--- src/rtl/busreset_master.sv ---
module busreset_master #(
  parameter int STD_LOW_US  = 500,
  parameter int OD_LOW_US   = 64,
  parameter int STD_HIGH_US = 480,
  parameter int OD_HIGH_US  = 48,
  parameter int STD_WIN_LO  = 15,
  parameter int STD_WIN_HI  = 300,
  parameter int OD_WIN_LO   = 2,
  parameter int OD_WIN_HI   = 30,
  parameter int CAP_US      = 960
) (
  input  logic clk,
  input  logic rst_n,
  input  logic start_i,
  input  logic od_mode_i,
  input  logic tick_us_i,
  input  logic bus_level_i,
  output logic pull_low_o,
  output logic busy_o,
  output logic done_o,
  output logic presence_o,
  output logic short_o
);
  localparam int MAXLEN = (STD_LOW_US > STD_HIGH_US) ? STD_LOW_US : STD_HIGH_US;
  localparam int CW     = $clog2(MAXLEN + 1);

  typedef enum logic [1:0] {S_IDLE, S_LOW, S_HIGH} state_t;

  state_t        state;
  logic [CW-1:0] cnt;
  logic          od_q, done_q, pres_q, short_q;
  logic [CW-1:0] low_last, high_last, win_lo, win_hi;
  logic          in_win;

  assign low_last  = od_q ? CW'(OD_LOW_US - 1)  : CW'(STD_LOW_US - 1);
  assign high_last = od_q ? CW'(OD_HIGH_US - 1) : CW'(STD_HIGH_US - 1);
  assign win_lo    = od_q ? CW'(OD_WIN_LO)      : CW'(STD_WIN_LO);
  assign win_hi    = od_q ? CW'(OD_WIN_HI)      : CW'(STD_WIN_HI);
  assign in_win    = (cnt >= win_lo) && (cnt < win_hi);

  always_ff @(posedge clk) begin
    if (!rst_n) begin
      state   <= S_IDLE;
      cnt     <= '0;
      od_q    <= 1'b0;
      done_q  <= 1'b0;
      pres_q  <= 1'b0;
      short_q <= 1'b0;
    end else begin
      done_q <= 1'b0;
      case (state)
        S_IDLE: if (start_i) begin
          state   <= S_LOW;
          cnt     <= '0;
          od_q    <= od_mode_i;
          pres_q  <= 1'b0;
          short_q <= 1'b0;
        end
        S_LOW: if (tick_us_i) begin
          if (cnt == low_last) begin
            state <= S_HIGH;
            cnt   <= '0;
          end else begin
            cnt <= cnt + 1'b1;
          end
        end
        S_HIGH: begin
          if (in_win && !bus_level_i) pres_q <= 1'b1;
          if (tick_us_i) begin
            if (cnt == high_last) begin
              state   <= S_IDLE;
              cnt     <= '0;
              done_q  <= 1'b1;
              short_q <= !bus_level_i;
            end else begin
              cnt <= cnt + 1'b1;
            end
          end
        end
        default: state <= S_IDLE;
      endcase
    end
  end

  assign pull_low_o = (state == S_LOW);
  assign busy_o     = (state != S_IDLE);
  assign done_o     = done_q;
  assign presence_o = pres_q;
  assign short_o    = short_q;
endmodule

--- config.mk ---
export PLATFORM = sky130hd
export DESIGN_NAME = busreset_master
export DESIGN_NICKNAME = d
export VERILOG_FILES = /design/src/rtl/busreset_master.sv
export SDC_FILE = /design/constraint.sdc
export NUM_CORES = 1
export LEC_CHECK = 0
export CORE_MARGIN = 2
export CORE_UTILIZATION = 55
export DETAILED_ROUTE_END_ITERATION = 10
export PLACE_DENSITY = 0.74
export SYNTH_ARGS = -nofsm -noshare
export SYNTH_HDL_FRONTEND = slang
export SYNTH_SLANG_ARGS = --single-unit
--- constraint.sdc ---
create_clock -name clk -period 2.4 [get_ports clk]
set_input_delay 0.24 -clock clk [delete_from_list [all_inputs] [get_ports clk]]
set_output_delay 0.24 -clock clk [all_outputs]
set_load 0.05 [all_outputs]
==> results of run 1 <==
==> cells in the mapped netlist, types with 2 or more instances <==
master / instances
sky130_fd_sc_hd__nand3_1: 9
sky130_fd_sc_hd__a31o_2: 2
sky130_fd_sc_hd__a21oi_1: 7
sky130_fd_sc_hd__clkbuf_1: 2
sky130_fd_sc_hd__nor2b_1: 3
sky130_fd_sc_hd__nand2b_1: 2
sky130_fd_sc_hd__ha_1: 11
sky130_fd_sc_hd__nand4_1: 2
sky130_fd_sc_hd__a211oi_1: 3
sky130_fd_sc_hd__or3_2: 2
sky130_fd_sc_hd__nand2_1: 11
sky130_fd_sc_hd__inv_1: 12
sky130_fd_sc_hd__nor2_1: 12
sky130_fd_sc_hd__or3_1: 2
sky130_fd_sc_hd__dfxtp_1: 15
sky130_fd_sc_hd__mux2i_1: 2
sky130_fd_sc_hd__o21ai_0: 9
sky130_fd_sc_hd__and3_1: 2
==> metal layers <==
layer / vias up / wire length (um)
met3: 6 / 74
li1: 508 / -
met2: 16 / 989
met4: 0 / 49
met5: - / 0
met1: 458 / 1110
==> per-stage QoR <==
stage | total power [mW] | util, % | hold slack, ns | cells | instance area, um2
2_1_floorplan | 0.604 | - | 0.406 | 131 | 1060
3_3_place_gp | 0.726 | 70.0 | 0.491 | 170 | 1230
3_5_place_dp | 0.733 | 70.0 | 0.491 | 170 | 1230
4_1_cts | 0.883 | 71.6 | 0.513 | 174 | 1260
5_1_grt | 0.935 | 71.6 | 0.562 | 174 | 1260
6_report | 0.878 | 71.6 | 0.510 | 174 | 1260
==> area by class of cell <==
type,instances,area (um2),share of cell area (%)
clock buffer,3,22.5,1.78
clock inverter,1,5.00,0.396
inverter,12,48.8,3.87
multi-input combinational,101,702,55.6
sequential,15,300,23.8
tap,25,31.3,2.48
timing repair buffer,17,153,12.1
==> power breakdown <==
part	total, mW	internal [mW]	switching, mW
Combinational	0.443	0.184	0.259
Sequential	0.283	0.266	0.0179
Clock	0.151	0.0620	0.0891
==> state kept, by name (all words and copies together) (netlist names) <==
| register | flops |
|---|---|
| od_q | 1 |
| state | 2 |
| done_o | 1 |
| cnt | 9 |
| presence_o | 1 |
| short_o | 1 |
==> how the worst min path moves through the flow <==
stage	startpoint	endpoint	slack, ns
2_1_floorplan	od_mode_i	od_q$_SDFFE_PN0P_	0.41
3_3_place_gp	presence_o$_SDFFE_PN0P_	presence_o$_SDFFE_PN0P_	0.49
3_5_place_dp	presence_o$_SDFFE_PN0P_	presence_o$_SDFFE_PN0P_	0.49
4_1_cts	presence_o$_SDFFE_PN0P_	presence_o$_SDFFE_PN0P_	0.51
5_1_grt	cnt[8]$_SDFFE_PN0P_	cnt[8]$_SDFFE_PN0P_	0.56
6_report	presence_o$_SDFFE_PN0P_	presence_o$_SDFFE_PN0P_	0.51
==> cells by family after synthesis <==
group	Yosys count	share of synthesized area, %
buffers and inverters	15	5.44
flip-flops	15	28.4
adder cells (fa/ha/maj)	11	13.0
multiplexers	3	2.96
AO/OA/AOI/OAI	31	21.4
AND/OR/NAND/NOR	56	28.8
==> tightest hold or removal path: stages, from the launching register on <==
cell	delay (ns)
sky130_fd_sc_hd__dfxtp_1	0.36
sky130_fd_sc_hd__a31oi_1	0.05
sky130_fd_sc_hd__nor2_1	0.07
==> flow_results.org, run 1 <==
** Finish
- Filler instances :: 159
- After the last flow step, the layout net total stands at 167.
- In the layout the commonest cells are 15 x sky130_fd_sc_hd__dfxtp_1, 12 x sky130_fd_sc_hd__nor2_1, 11 x sky130_fd_sc_hd__inv_1, 11 x sky130_fd_sc_hd__nand2_1.
- From synthesis to final layout, the design area changed by 19.4%.
- The library cell used most frequently in the layout, excluding fill and tap cells, is sky130_fd_sc_hd__dfxtp_1.
- Total inserted antenna cells :: 0
- Share of post-route cells with drive strength above 1 :: 16.8%

** Timing
- Measured against its own limit, the worst slew margin works out to 63.1%.
- The count of final hold-check violations came to 0.
- Setup repair after global routing left no endpoint under its margin.
- Largest clock skew in the final design :: 0.00249 ns
- Final Critical Period :: 2.24 ns
- Setup violations remaining at the end of the flow were counted as 0.
- Setup tns final :: 0 ns
- Actual slew at the worst max-slew pin :: 0.554 ns
- Across all setup checks in the final design, the least slack found is 0.161 ns.
- Maximum clock frequency :: 447 MHz
- The number of max-slew violations in the final report is 0.
- Of the available clock period, the critical path in the final layout requires 93.3%.

** Worst setup path
- Buffering stage count on the worst path with inverters included :: 0
- Endpoint of the lowest-slack register-to-register path :: cnt[7]$_SDFFE_PN0P_
- R2r setup slk :: 0.16 ns
- Critical-path cell with the highest stage delay :: sky130_fd_sc_hd__or4_1
- Logic depth of the worst setup path including buffers :: 7
- Grouping stages by cell kind, the critical path spends the most delay in simple AND/OR/NAND/NOR gates.
- At the worst endpoint, the arrival time is 2.48 ns.
- Cell chain of the critical path :: ha_1 -> and4b_2 -> o211ai_2 -> nand2_2 -> a211o_1 -> or4_1 -> nand3_1
- Type of destination of the critical path :: flip-flop
- For the worst flop-to-flop path, the logic depth is 7.
- On the worst path, the slowest cell contributes a delay of 0.51 ns.
- The critical path is of the reg2reg type.
- The worst register-to-register path begins at cnt[8]$_SDFFE_PN0P_.
- Timing startpoint of the critical path :: cnt[8]$_SDFFE_PN0P_
- Crit start category :: flip-flop
- Required time of the critical path :: 2.64 ns
- In this run the worst path has a maximum fanout of 7.
- Crit path to :: cnt[7]$_SDFFE_PN0P_

** Placement
- Routability-driven placement congestion ratio :: 0.896
- Setup slack after placement :: 0.188 ns
- Detailed placement finished with a half-perimeter wire length of 1720 um.
- In this run the tool buffered the top-level ports with 10 buffer cells.

** GRT
- Maximum number of pins on one net before global-route repair :: 12
- met2 is the most crowded layer.
- For met3 alone, demand over resource in global routing was 6.04%.
- The first global-routing pass estimated 3720 um of wire.
- Met1 global-route usage :: 28.3%
- Global routing used 38.1% of the available met2 tracks.
- Number of antenna violations at the first check in global routing :: 0
- For this run, the total global-route usage over all layers was measured as 23.7%.
- Via count of the first global-routing pass :: 905
- GRT overflow :: 0

** Clocking
- Clock-pin slew was measured on the worst setup and hold paths at 0.10 ns.
- Sink count of the clock tree :: 15
- Library cell used as clock root buffer :: sky130_fd_sc_hd__clkbuf_4
- Insertion delay to the later sink of the worst-skew pair :: 0.29 ns
- Post-CTS timing repair inserted 0 buffers for setup.
- CTS H-tree lvls :: 1
- In this run, CTS created clock tree buffers numbering 3.
- The longest clock path from root to sink contains 2 buffers.
- TritonCTS built the clock tree.
- Post-cts sizing count :: 0
- Hold buffers post-CTS :: 0

** Route
- In the routed layout, each cell is associated on average with a via count of 5.68.
- Remaining routing DRC violations :: 0
- First-pass detailed-route iteration total :: 4
- Final Routed Wirelength :: 2220 um
- Dividing the detail-routed wire length by the instance count gives 12.8 um.
- The count of nets left with antenna violations once routing finished came out at 0.
- The detailed router placed 988 vias in this run.
- The detailed router finished its first iteration with 20 violations.

** Floorplan
- During I/O placement, the number of pins put on the boundary was 11.
- Once the floorplan was initialized, standard cells occupied 59.9% of the core.
- The floorplan has 15 rows.
- The floorplan step defined a die boundary enclosing 0.00229 mm2.
- Core area :: 0.00176 mm2
- Width of the die :: 47.8 um
- Die Ht :: 47.8 um

** Yosys
- Fraction of the yosys area taken by sequential cells :: 28.4%
- The most used flip-flop cell after synthesis is sky130_fd_sc_hd__dfxtp_1.
- During synthesis, Yosys emitted a total of 0 warnings.
- The biggest area contributor in the post-synthesis netlist is sky130_fd_sc_hd__dfxtp_1.
- Cells after synthesis :: 131
- Synth top area share :: 28.4%
- Ranked by total cell area, the synthesized netlist is headed by sky130_fd_sc_hd__dfxtp_1 28%, sky130_fd_sc_hd__ha_1 13%, sky130_fd_sc_hd__nand3_1 4.3%.
- Count of state elements after synthesis :: 15
- In this run, synthesis inferred 0 flip-flops with an integrated enable.
- The number of nets in the synthesized netlist is 148.
- Syn_area_per_cell :: 8.07 um2
- Number of distinct standard cells referenced by the synthesized netlist :: 41
- Fraction of synthesis flops using an asynchronous set or reset pin :: 0%
- After synthesis the cells add up to 0.00106 mm2.

** Pwr
- Power density relative to cell area :: 695 mW/mm2
- In this run the static leakage power is 0.495 nW.
- IR analysis of the VDD net gives a maximum drop of 0.662 mV.

** Outcome
- Result of the run :: complete, no violations

** Job
- The tool flagged a number of max-cap violations equal to 0.

** Min path
- Worst Hold Class :: reg2reg
- The worst hold path was traced through 2 stages.
Note: power is estimated with default switching activity, not from simulation.
==> run 2: changes to the inputs <==
Settings changed: ABC_AREA from default to 1, REMOVE_ABC_BUFFERS from default to 1.
==> run 2 against run 1 <==
Compared with the run above: non-clock buffer count shrank 7; critical path depth shrank 3; cell area shrank 2.0%; clock skew grew 0.0021 ns; worst setup slack gained 0.10 ns; final cell count grew 19%; register-to-register slack gained 0.43 ns; sequential power grew 14%.
==> flow_results.org, run 2 <==
** Timing
- The worst clock skew came to 0.00463 ns (was 0.00249 ns).
- Setup repair after global routing missed its margin :: false (unchanged)
- The shortest clock period the worst path allows after layout was 2.14 ns (was 2.24 ns).
- The final setup TNS was 0 ns (unchanged).
- Headroom to the max-slew limit :: 67.3% (was 63.1%)
- Maximum clock frequency :: 468 MHz (was 447 MHz)
- The number of max-slew violations in the final report came to 0 (unchanged).
- Actual slew at the worst max-slew pin :: 0.489 ns (was 0.554 ns)
- The final cycle utilization of the critical path was 89.1% (was 93.3%).
- The setup violation total in the final timing report is 0 (unchanged).
- Count of final hold-check violations :: 0 (unchanged)

** Clocking
- TritonCTS clock tree :: done (unchanged)
- Clock tree buffer depth :: 2 (unchanged)
- Library cell used as clock root buffer :: sky130_fd_sc_hd__clkbuf_4 (unchanged)
- Insertion delay to the later sink of the worst-skew pair :: 0.28 ns (was 0.29 ns)
- The number of buffers added for setup after CTS was 0 (unchanged).
- CTS H-tree lvls :: 1 (unchanged)
- Hold buffers post-CTS :: 0 (unchanged)
- The clock-pin slew of the registers on the worst-case setup and hold paths came to 0.09 ns (was 0.10 ns).
- The clock sink total is 15 (unchanged).
- The number of CTS-inserted buffers was 3 (unchanged).
- Post-cts sizing count :: 0 (unchanged)

** Min path
- The number of instances on the worst hold path came to 2 (unchanged).
- The type of the worst min-delay path was reg2reg (unchanged).

** Yosys
- Count of state elements after synthesis :: 15 (unchanged)
- Fraction of synthesis flops using an asynchronous set or reset pin :: 0% (unchanged)
- Biggest area contributors in the synthesized netlist :: sky130_fd_sc_hd__dfxtp_1 28%, sky130_fd_sc_hd__nand2_1 16%, sky130_fd_sc_hd__ha_1 13% (was sky130_fd_sc_hd__dfxtp_1 28%, sky130_fd_sc_hd__ha_1 13%, sky130_fd_sc_hd__nand3_1 4.3%)
- Most frequent cell after synthesis :: sky130_fd_sc_hd__nand2_1 (was sky130_fd_sc_hd__dfxtp_1)
- The dominant register cell in the synthesized netlist was sky130_fd_sc_hd__dfxtp_1 (unchanged).
- Cells after synthesis :: 166 (was 131)
- The count of yosys warnings during synthesis was 0 (unchanged).
- The unique cell type count in the Yosys netlist is 20 (was 41).
- Library cell occupying the most area in the post-synthesis netlist :: sky130_fd_sc_hd__dfxtp_1 (unchanged)
- The post-synthesis average cell area was 6.49 um2 (was 8.07 um2).
- Synth top area share :: 27.9% (was 28.4%)
- The share of the yosys chip area belonging to registers was 27.9% (was 28.4%).
- The number of flops mapped to enable cells by yosys is 0 (unchanged).
- Commonest cells post-synth :: 45 x sky130_fd_sc_hd__nand2_1, 30 x sky130_fd_sc_hd__inv_1, 18 x sky130_fd_sc_hd__nor2_1 (was 15 x sky130_fd_sc_hd__dfxtp_1, 12 x sky130_fd_sc_hd__inv_1, 12 x sky130_fd_sc_hd__nor2_1)
- The post-synth design cell area is 0.00108 mm2 (was 0.00106 mm2).

** Route
- DR WL/cell :: 10.8 um (was 12.8 um)
- Total via count in the routed design :: 1,019 (was 988)
- The starting DRC count in detailed routing is 21 (was 20).
- The final routed wirelength across all metal layers is 2240 um (was 2220 um).
- The count of antenna-violating nets left after detailed routing is 0 (unchanged).
- Routed vias/inst :: 4.92 (was 5.68)
- First-pass detailed-route iteration total :: 4 (unchanged)
- The number of remaining DRC errors is 0 (unchanged).

** Finish
- The area growth from synthesis to final layout came to 14.9% (was 19.4%).
- The most common library cell in the layout ignoring fill and taps was sky130_fd_sc_hd__nand2_1 (was sky130_fd_sc_hd__dfxtp_1).
- Finished Core Util :: 65.1% (was 71.6%)
- Registers with the most flip-flops :: cnt x9, state x2 (unchanged)
- Filler-free cell count of the finished design :: 207 (was 174)
- The final-stage net count was 198 (was 167).
- The share of post-route cells with drive strength above 1 is 7.22% (was 16.8%).
- Commonest cells after routing, fill and taps aside :: 45 x sky130_fd_sc_hd__nand2_1, 30 x sky130_fd_sc_hd__inv_1, 18 x sky130_fd_sc_hd__nor2_1, 15 x sky130_fd_sc_hd__dfxtp_1, 13 x sky130_fd_sc_hd__nand3_1 (was 15 x sky130_fd_sc_hd__dfxtp_1, 12 x sky130_fd_sc_hd__nor2_1, 11 x sky130_fd_sc_hd__inv_1, 11 x sky130_fd_sc_hd__nand2_1)
- Register bank with the most flops :: cnt (unchanged)
- The number of diodes came to 0 (unchanged).
- Number of flip-flops under the largest register name :: 9 (unchanged)

** Worst setup path
- The data required time at the worst endpoint was 2.16 ns (was 2.64 ns).
- The endpoint class of the critical path is an output pin (was flip-flop).
- The combined buffer and inverter count along the critical path was 3 (was 0).
- The kind of start point of the critical path is a flip-flop (unchanged).
- The critical-path maximum fanout was 6 (was 7).
- The slowest library cell on the worst path is sky130_fd_sc_hd__clkdlybuf4s50_1 (was sky130_fd_sc_hd__or4_1).
- Arrival time at the worst endpoint :: 1.90 ns (was 2.48 ns)
- Startpoint-to-endpoint class of the critical path :: reg2out (was reg2reg)
- Cell chain of the critical path: inv_1 -> ha_1 -> inv_1 -> clkdlybuf4s50_1 (was ha_1 -> and4b_2 -> o211ai_2 -> nand2_2 -> a211o_1 -> or4_1 -> nand3_1).
- Worst reg2reg path depth :: 9 (was 7)
- The cell depth of the worst setup path was 4 (was 7).
- CP top delay family :: buffers and inverters (was simple AND/OR/NAND/NOR gates)
- The delay of the slowest cell on the worst path is 0.79 ns (was 0.51 ns).
- The most numerous cell type found on the critical path is sky130_fd_sc_hd__inv_1.

** GRT
- Maximum number of pins on one net before global-route repair :: 9 (was 12)
- Global-route usage over all layers :: 21.8% (was 23.7%)
- GRT overflow :: 0 (unchanged)
- Wire length of the first global-routing pass :: 3480 um (was 3720 um)
- The number of antenna violations at the first check in global routing was 0 (unchanged).
- The via count of the first global-routing pass was 843 (was 905).

** Outcome
- Result of the run :: complete, no violations (unchanged)

** Placement
- Routability-driven placement congestion ratio :: 0.868 (was 0.896)
- The HPWL after detailed placement is 1860 um (was 1720 um).
- Count of port buffers added during placement :: 10 (unchanged)
- Placed cells :: 203 (was 170)

** Floorplan
- Die Ht :: 48.3 um (was 47.8 um)
- I/O pin total :: 11 (unchanged)
- The core box area is 0.00190 mm2 (was 0.00176 mm2).
- Die area :: 0.00233 mm2 (was 0.00229 mm2)
- Width of the die :: 48.3 um (was 47.8 um)
- The site row count is 16 (was 15).
- The effective utilization at floorplan is 56.6% (was 59.9%).

** Pwr
- The peak ir drop on the vdd network is 0.735 mV (was 0.662 mV).
- Leakage power summed over all cells :: 0.590 nW (was 0.495 nW)
- Power density relative to cell area :: 962 mW/mm2 (was 695 mW/mm2)

** Job
- Count of maximum capacitance violations :: 0 (unchanged)
run 2: metrics by stage:
step	hold slack (ns)	setup slack, ns	power, mW	instance area (um2)
final	0.451	0.262	1.19	1240
after global routing	0.470	0.160	1.29	1240
after CTS	0.454	0.255	1.20	1240
after detailed placement	0.439	0.568	1.05	1210
after global placement	0.435	0.591	1.04	1210
after floorplan	0.360	0.653	0.877	1080
run 2: metal layers:
metal	vias up	wire length, um	track usage, %
li1	545	-	-
met1	447	1080	28.6
met2	21	1020	35.3
met3	6	91	4.81
met4	0	42	7.57
met5	-	0	0
run 2: worst paths after layout:
kind                                              start                       to  slack (ns)
worst min register to register  presence_o$_SDFFE_PN0P_  presence_o$_SDFFE_PN0P_        0.45
worst min-delay path            presence_o$_SDFFE_PN0P_  presence_o$_SDFFE_PN0P_        0.45
worst max-delay path              state[0]$_SDFFE_PN0P_                   busy_o        0.26
worst max register to register    state[0]$_SDFFE_PN0P_      cnt[3]$_SDFFE_PN0P_        0.59
run 2: cell type report:
class	count	area, um2
clock buffer	4	26.3
fill	177	664
inverter	31	116
multi-input combinational	120	661
sequential	15	300
tap	27	33.8
timing repair buffer	10	100
run 2: power breakdown:
| group | total [mW] | internal [mW] | switching [mW] |
|---|---|---|---|
| Combinational | 0.720 | 0.238 | 0.482 |
| Sequential | 0.323 | 0.291 | 0.0327 |
| Clock | 0.147 | 0.0645 | 0.0821 |
| Total | 1.19 | 0.594 | 0.597 |
run 2: logic make-up (layout without fill, tap and decap cells):
logic type / count (synthesis) / count (layout) / synth area share (%)
and+or+nand+nor: 90 / 90 / 37.4
adders and majority gates: 11 / 11 / 12.8
AOI/OAI and AO/OA: 14 / 14 / 7.08
buffers and inverters: 31 / 45 / 10.8
DFF: 15 / 15 / 27.9
xor gates and xnor gates: 5 / 5 / 4.06
run 2: worst register-to-register path: stages, from the launching register on:
cell                      delay [ns]
sky130_fd_sc_hd__dfxtp_1        0.37
sky130_fd_sc_hd__inv_1          0.09
sky130_fd_sc_hd__ha_1           0.29
sky130_fd_sc_hd__nand2_1        0.14
sky130_fd_sc_hd__nand2_2        0.09
sky130_fd_sc_hd__nor3_4         0.26
sky130_fd_sc_hd__inv_2          0.13
sky130_fd_sc_hd__nor2_1         0.13
sky130_fd_sc_hd__xor2_1         0.16
sky130_fd_sc_hd__nor2_1         0.06
